**src/rtl/dmaml_pkg.sv**
```systemverilog
package dmaml_pkg;
    localparam int unsigned BEAT_BYTES = 4;

    typedef enum logic [1:0] {
        ST_IDLE  = 2'd0,
        ST_READ  = 2'd1,
        ST_WRITE = 2'd2
    } eng_state_e;
endpackage

```
**src/rtl/dmaml_addr_step.sv**
```systemverilog
// Per-beat and retirement address arithmetic for one address stream.
module dmaml_addr_step #(
    parameter int AW = 32,
    parameter int IW = 16,
    parameter int OW = 20
) (
    input  logic [AW-1:0] base_i,
    input  logic [IW-1:0] inc_i,
    input  logic [OW-1:0] off_i,
    input  logic          off_en_i,
    output logic [AW-1:0] step_o,
    output logic [AW-1:0] retire_o
);
    logic [AW-1:0] inc_ext;
    logic [AW-1:0] off_ext;

    always_comb begin
        inc_ext  = {{(AW-IW){inc_i[IW-1]}}, inc_i};
        off_ext  = off_en_i ? {{(AW-OW){off_i[OW-1]}}, off_i} : '0;
        step_o   = base_i + inc_ext;
        retire_o = step_o + off_ext;
    end
endmodule

```
**src/rtl/dmaml_cancel_ctl.sv**
```systemverilog
// Holds cancel requests until the running read/write pair completes.
module dmaml_cancel_ctl (
    input  logic clk,
    input  logic rst_n,
    input  logic active_i,
    input  logic honor_i,
    input  logic cancel_i,
    input  logic err_cancel_i,
    output logic pend_o,
    output logic pend_err_o
);
    typedef struct packed {
        logic cxl;
        logic ecx;
    } cxl_t;

    cxl_t c_d, c_q;

    always_comb begin
        pend_err_o = c_q.ecx | (active_i & err_cancel_i);
        pend_o     = c_q.cxl | pend_err_o | (active_i & cancel_i);
        c_d        = c_q;
        if (!active_i || honor_i) begin
            c_d = '0;
        end else begin
            c_d.cxl = c_q.cxl | cancel_i;
            c_d.ecx = c_q.ecx | err_cancel_i;
        end
    end

    always_ff @(posedge clk or negedge rst_n) begin
        if (!rst_n) c_q <= '0;
        else        c_q <= c_d;
    end

    p_ecx_from_strobe_r7: assert property (@(posedge clk) disable iff (!rst_n)
        $rose(c_q.ecx) |-> $past(err_cancel_i && active_i));

    p_idle_no_pending_r9: assert property (@(posedge clk) disable iff (!rst_n)
        $past(!active_i) |-> !(c_q.cxl || c_q.ecx));
endmodule

```
**src/rtl/dma_minor_loop_engine.sv**
```systemverilog
module dma_minor_loop_engine #(
    parameter int AW       = 32,
    parameter int DW       = 32,
    parameter int IW       = 16,
    parameter int OW       = 20,
    parameter int NBW      = 32,
    parameter int NB_MAP_W = 10
) (
    input  logic          clk,
    input  logic          rst_n,
    input  logic          start_i,
    input  logic [AW-1:0] src_addr_i,
    input  logic [AW-1:0] dst_addr_i,
    input  logic [NBW-1:0] nbytes_i,
    input  logic [IW-1:0] src_inc_i,
    input  logic [IW-1:0] dst_inc_i,
    input  logic [OW-1:0] loop_off_i,
    input  logic          map_en_i,
    input  logic          src_off_en_i,
    input  logic          dst_off_en_i,
    input  logic          self_link_i,
    input  logic          cont_link_i,
    input  logic          err_irq_en_i,
    input  logic          cancel_i,
    input  logic          err_cancel_i,
    output logic          mem_req_o,
    output logic          mem_we_o,
    output logic [AW-1:0] mem_addr_o,
    output logic [DW-1:0] mem_wdata_o,
    input  logic [DW-1:0] mem_rdata_i,
    input  logic          mem_ack_i,
    output logic          busy_o,
    output logic          done_o,
    output logic          error_o,
    output logic          irq_o,
    output logic          link_req_o,
    output logic [AW-1:0] src_addr_o,
    output logic [AW-1:0] dst_addr_o
);
    import dmaml_pkg::*;

    localparam logic [NBW-1:0] BEAT = NBW'(BEAT_BYTES);
    localparam int NSTREAM = 2;

    typedef struct packed {
        eng_state_e     st;
        logic [AW-1:0]  src;
        logic [AW-1:0]  dst;
        logic [NBW-1:0] rem;
        logic [NBW-1:0] nbytes;
        logic [DW-1:0]  data;
        logic [IW-1:0]  sinc;
        logic [IW-1:0]  dinc;
        logic [OW-1:0]  off;
        logic           soff;
        logic           doff;
        logic           self_link;
        logic           irq_en;
        logic           done;
        logic           err;
        logic           irq;
        logic           link_req;
    } eng_t;

    eng_t r_d, r_q;

    logic          active, honor, pend_any, pend_err;
    logic [AW-1:0] base  [NSTREAM];
    logic [IW-1:0] inc   [NSTREAM];
    logic          offen [NSTREAM];
    logic [AW-1:0] step  [NSTREAM];
    logic [AW-1:0] ret   [NSTREAM];

    assign base[0]  = r_q.src;
    assign base[1]  = r_q.dst;
    assign inc[0]   = r_q.sinc;
    assign inc[1]   = r_q.dinc;
    assign offen[0] = r_q.soff;
    assign offen[1] = r_q.doff;

    for (genvar g = 0; g < NSTREAM; g++) begin : g_stream
        dmaml_addr_step #(.AW(AW), .IW(IW), .OW(OW)) u_step (
            .base_i   (base[g]),
            .inc_i    (inc[g]),
            .off_i    (r_q.off),
            .off_en_i (offen[g]),
            .step_o   (step[g]),
            .retire_o (ret[g])
        );
    end

    assign active = (r_q.st != ST_IDLE);
    assign honor  = (r_q.st == ST_WRITE) && mem_ack_i;

    dmaml_cancel_ctl u_cancel (
        .clk          (clk),
        .rst_n        (rst_n),
        .active_i     (active),
        .honor_i      (honor),
        .cancel_i     (cancel_i),
        .err_cancel_i (err_cancel_i),
        .pend_o       (pend_any),
        .pend_err_o   (pend_err)
    );

    always_comb begin
        r_d          = r_q;
        r_d.done     = 1'b0;
        r_d.irq      = 1'b0;
        r_d.link_req = 1'b0;
        unique case (r_q.st)
            ST_IDLE: begin
                if (start_i) begin
                    r_d.st        = ST_READ;
                    r_d.src       = src_addr_i;
                    r_d.dst       = dst_addr_i;
                    r_d.nbytes    = (map_en_i && (src_off_en_i || dst_off_en_i))
                                    ? NBW'(nbytes_i[NB_MAP_W-1:0]) : nbytes_i;
                    r_d.rem       = r_d.nbytes;
                    r_d.sinc      = src_inc_i;
                    r_d.dinc      = dst_inc_i;
                    r_d.off       = loop_off_i;
                    r_d.soff      = map_en_i & src_off_en_i;
                    r_d.doff      = map_en_i & dst_off_en_i;
                    r_d.self_link = self_link_i;
                    r_d.irq_en    = err_irq_en_i;
                    r_d.err       = 1'b0;
                end
            end
            ST_READ: begin
                if (mem_ack_i) begin
                    r_d.data = mem_rdata_i;
                    r_d.st   = ST_WRITE;
                end
            end
            ST_WRITE: begin
                if (mem_ack_i) begin
                    if (r_q.rem <= BEAT || pend_any) begin
                        r_d.src  = ret[0];
                        r_d.dst  = ret[1];
                        r_d.done = 1'b1;
                        r_d.err  = r_q.err | pend_err;
                        r_d.irq  = pend_err & r_q.irq_en;
                        if (r_q.self_link && cont_link_i) begin
                            r_d.st  = ST_READ;
                            r_d.rem = r_q.nbytes;
                        end else begin
                            r_d.st       = ST_IDLE;
                            r_d.link_req = r_q.self_link;
                        end
                    end else begin
                        r_d.src = step[0];
                        r_d.dst = step[1];
                        r_d.rem = r_q.rem - BEAT;
                        r_d.st  = ST_READ;
                    end
                end
            end
            default: r_d.st = ST_IDLE;
        endcase
    end

    always_ff @(posedge clk or negedge rst_n) begin
        if (!rst_n) r_q <= '0;
        else        r_q <= r_d;
    end

    assign busy_o      = active;
    assign mem_req_o   = active;
    assign mem_we_o    = (r_q.st == ST_WRITE);
    assign mem_addr_o  = mem_we_o ? r_q.dst : r_q.src;
    assign mem_wdata_o = r_q.data;
    assign done_o      = r_q.done;
    assign error_o     = r_q.err;
    assign irq_o       = r_q.irq;
    assign link_req_o  = r_q.link_req;
    assign src_addr_o  = r_q.src;
    assign dst_addr_o  = r_q.dst;

    p_req_hold_r2: assert property (@(posedge clk) disable iff (!rst_n)
        (mem_req_o && !mem_ack_i) |=> (mem_req_o && $stable(mem_addr_o) && $stable(mem_we_o)));

    p_done_pulse_r3: assert property (@(posedge clk) disable iff (!rst_n)
        done_o |=> !done_o);

    p_done_after_write_r3: assert property (@(posedge clk) disable iff (!rst_n)
        done_o |-> $past(mem_req_o && mem_we_o && mem_ack_i));

    p_irq_with_err_r7: assert property (@(posedge clk) disable iff (!rst_n)
        irq_o |-> (done_o && error_o));

    p_link_req_idle_r11: assert property (@(posedge clk) disable iff (!rst_n)
        link_req_o |-> (done_o && !busy_o));

    p_restart_r10: assert property (@(posedge clk) disable iff (!rst_n)
        (done_o && $past(cont_link_i) && r_q.self_link) |-> (busy_o && !mem_we_o));
endmodule

```
**config.mk**
```make
export PLATFORM = sky130hd
export DESIGN_NAME = dma_minor_loop_engine
export DESIGN_NICKNAME = d
export VERILOG_FILES = /design/src/rtl/dmaml_pkg.sv /design/src/rtl/dmaml_addr_step.sv /design/src/rtl/dmaml_cancel_ctl.sv /design/src/rtl/dma_minor_loop_engine.sv
export SDC_FILE = /design/constraint.sdc
export NUM_CORES = 1
export LEC_CHECK = 0
export BUFFER_PORTS_ARGS = -buffer_cell sky130_fd_sc_hd__buf_2
export CORE_ASPECT_RATIO = 1.75
export CORE_MARGIN = 3
export CORE_UTILIZATION = 61
export CTS_BUF_LIST = sky130_fd_sc_hd__clkbuf_16
export DETAILED_ROUTE_END_ITERATION = 7
export PLACE_DENSITY = 0.95
export SLEW_MARGIN = 20
export SYNTH_ARGS = -nofsm -noshare
export SYNTH_HDL_FRONTEND = slang
export SYNTH_SLANG_ARGS = --single-unit
```
**constraint.sdc**
```tcl
create_clock -name clk -period 10.8 [get_ports clk]
set_clock_uncertainty 0.2 [all_clocks]
set_input_delay 0.54 -clock clk [delete_from_list [all_inputs] [get_ports clk]]
set_output_delay 0.54 -clock clk [all_outputs]
set_load 0.03 [all_outputs]
```
==> metrics.md <==
| Metric | Value |
|---|---|
| CTS max path bufs | `3` |
| Gate count of the mapped netlist | `2026` |
| DR vias | `16930` |
| I/O Pins | `327` |
| Synth top area cells | `dfrtp_1 (32%), ha_1 (9.6%), mux2_2 (6.2%)` |
| Slew margin rel. | `26.72%` |
| Top FF cell, synth | `dfrtp_1` |
| CP max stage delay | `0.42 ns` |
| Final ANT Viol Nets | `0` |
| Slowest cell on crit path | `dfrtp_1` |
| Crit-path cells | `ha_1 -> fa_1 -> a21o_1 -> a21oi_1 -> o21ai_2 -> a31oi_4 -> o21ai_2 -> nand2_1 -> o21ai_0 -> xor2_1 -> ha_1 -> a21oi_1 -> o21ai_0 -> a2111oi_0 -> o21ai_0 -> a311oi_1 -> o21bai_1 -> a21oi_1 -> xor2_1 -> nor2_1 -> a221oi_1 -> a21oi_1` |
| Type of the tightest min-delay check | `input port to flop` |
| Vias in the first global route | `17390` |
| Total global-route track usage | `36.90%` |
| Worst Path Class, Setup | `flop to flop` |
| Drt pass-1 iters | `6` |
| Final nets | `2539` |
| Grt ovf | `0` |
| Final Cycle Share | `52.21%` |
| Worst Tran Pin Value | `1.099 ns` |
| Initial Utilization | `62.62%` |
| Core area | `0.02817 mm²` |
| Most common cell in the netlist | `dfrtp_1` |
| Rows | `81` |
| P&R area growth vs syn | `11.12%` |
| Die Ht | `231.0 µm` |
| YS warnings | `0` |
| Cell Area, Placed | `0.01877 mm²` |
| RSZ-0062 raised after global routing | `false` |
| Clock Tree Root | `clkbuf_16` |
| Gpl congestion | `0.9685` |
| Number of distinct library cells after synthesis | `82` |
| Largest net degree at the start of global routing | `85` |
| Cell Area, Synth | `0.01764 mm²` |
| Final wirelength | `59.09 mm` |
| Fin crit period | `5.639 ns` |
| Via/cell ratio | `6.512` |
| Number of enable flip-flop cells after synthesis | `0` |
| Cts bufs inserted | `24` |
| Clk pin slew, worst setup/hold paths | `0.07 ns` |
| Final setup TNS | `0 ns` |
| Req. time, crit path | `11.00 ns` |
| Global-route wire length before repair | `90.94 mm` |
| Sequential share of the synthesized area | `31.77%` |
| Yosys top cell area share | `31.77%` |
| Setup WS post-layout | `5.161 ns` |
| Arr. time, crit path | `5.84 ns` |
| Largest area contributor in the synthesized netlist | `dfrtp_1` |
| Initial antenna violation count | `1` |
| Die area | `0.03108 mm²` |
| Drc violations | `0` |
| Crit path top cell by count | `a21oi_1` |
| Net count after synthesis | `2358` |
| Detailed Route Iter0 Violations | `1292` |
| Die W | `134.6 µm` |
| Design area | `0.01960 mm²` |
| CP Launch Type | `flop` |
| Synthesized flop and latch total | `224` |
| Share of post-route cells with drive strength above 1 | `22.74%` |
| Resized cells post-CTS | `0` |
| Crit. End Element | `flop` |
| Synth cell count leaders | `dfrtp_1 (224), nand2_1 (217), a21oi_1 (187)` |
| Port-buffer cells | `326` |
| Status | `finished, final reports clean` |
| Async S/R FF share, synth | `100.0%` |
| DR WL/cell | `22.73 µm` |
| Setup violations, final | `0` |
| Worst skew pair latency | `0.55 ns` |
| Fmax achieved | `177.3 MHz` |
| Dpl hpwl | `43.03 mm` |
| Hold path cells | `2` |
| Final Max Tran Viols | `0` |
| DP Worst Slack | `5.294 ns` |
| MaxCap Viol Count | `0` |
| Fin. Hold Viols | `0` |
| CTS sink cnt | `224` |
| CP Max Fanout | `6` |
| Syn Area/Cell | `8.708 µm²` |
| Cells on worst reg2reg path | `22` |
| CTS H-tree lvls | `1` |
| CTS tree | `yes` |
final timing paths:
check | to | slack [ns] | from
worst min register to register | mem_wdata_o[4] | 0.30 | mem_wdata_o[4]
min in group asynchronous | r_q[114] | 0.38 | rst_n
max in group asynchronous | inc[21] | 8.48 | rst_n
worst max register to register | src_addr_o[27] | 5.16 | src_addr_o[0]
worst min-delay path | inc[12] | 0.02 | dst_inc_i[12]
worst max-delay path | src_addr_o[27] | 5.16 | src_addr_o[0]
metal layers:
metal / track usage (%) / routed length (µm)
met5: 0 / 0
met3: 5.713 / 4307
met4: 29.84 / 5756
met1: 38.79 / 19900
met2: 64.36 / 29130
cell usage in the layout (no fill, tap or decap), types with 16 or more instances in the layout:
master       n
xnor2_1     73
nor3_1      32
nand2b_1    17
and2_1      47
o21ai_1     16
clkbuf_16   24
a222oi_1    29
a31oi_1     32
o21ai_0    121
nor2b_1     16
a22o_1      25
o21bai_1    16
dfrtp_1    224
o21a_1      20
mux2_2      97
buf_2      325
ha_1       136
nor2_1     168
and3_1      16
a21o_1      61
a221oi_1    29
a21oi_1    187
inv_1       45
nand3_1     34
nand2_1    214
xor2_1      33
flip-flops by register name, indices dropped and copies added (netlist names), 2 cells and up:
name,flops
dst_addr_o,32
inc,32
mem_wdata_o,32
offen,2
r_q,88
src_addr_o,32
u_cancel.c_q,2
stage by stage:
stage               hold slack [ns]  std cells  utilization [%]
finish                      0.01938       2599            69.58
global route                0.01271       2599            69.58
CTS                        0.002684       2598            69.56
detailed placement           0.2841       2552            66.61
global placement             0.2643       2552            66.61
floorplan                   0.04441       2026                -
critical path: cells and delay by family (launching register included):
kind | cells | cell delay (ns)
compound gates | 15 | 3.27
xor+xnor | 2 | 0.38
fa+ha+maj | 3 | 1.06
flops | 1 | 0.42
simple gates | 2 | 0.16
area by class of cell:
class | instances | area [µm²]
tap | 373 | 466.7
sequential | 224 | 5605
inverter | 39 | 146.4
timing repair buffer | 340 | 1752
antenna | 1 | 2.502
fill | 2255 | 8571
multi-input combinational | 1578 | 10820
clock buffer | 24 | 600.6
clock inverter | 20 | 209.0
what timing repair did:
action | 4_1_cts | 5_1_grt
buffers inserted | 0 | 0
hold endpoints to repair | 83 | 0
hold buffers | 2 | 0
cells by family after synthesis:
family,count (synthesis),synth area share (%)
compound gates,634,23.87
xor+xnor,106,5.262
fa+ha+maj,140,10.10
buf+inv,224,7.135
flops,224,31.77
mux,100,6.362
simple gates,598,15.50
Power is left out: the tool's default activity adds up to more than one toggle a clock period on the data nets, which glitch-free logic cannot reach.
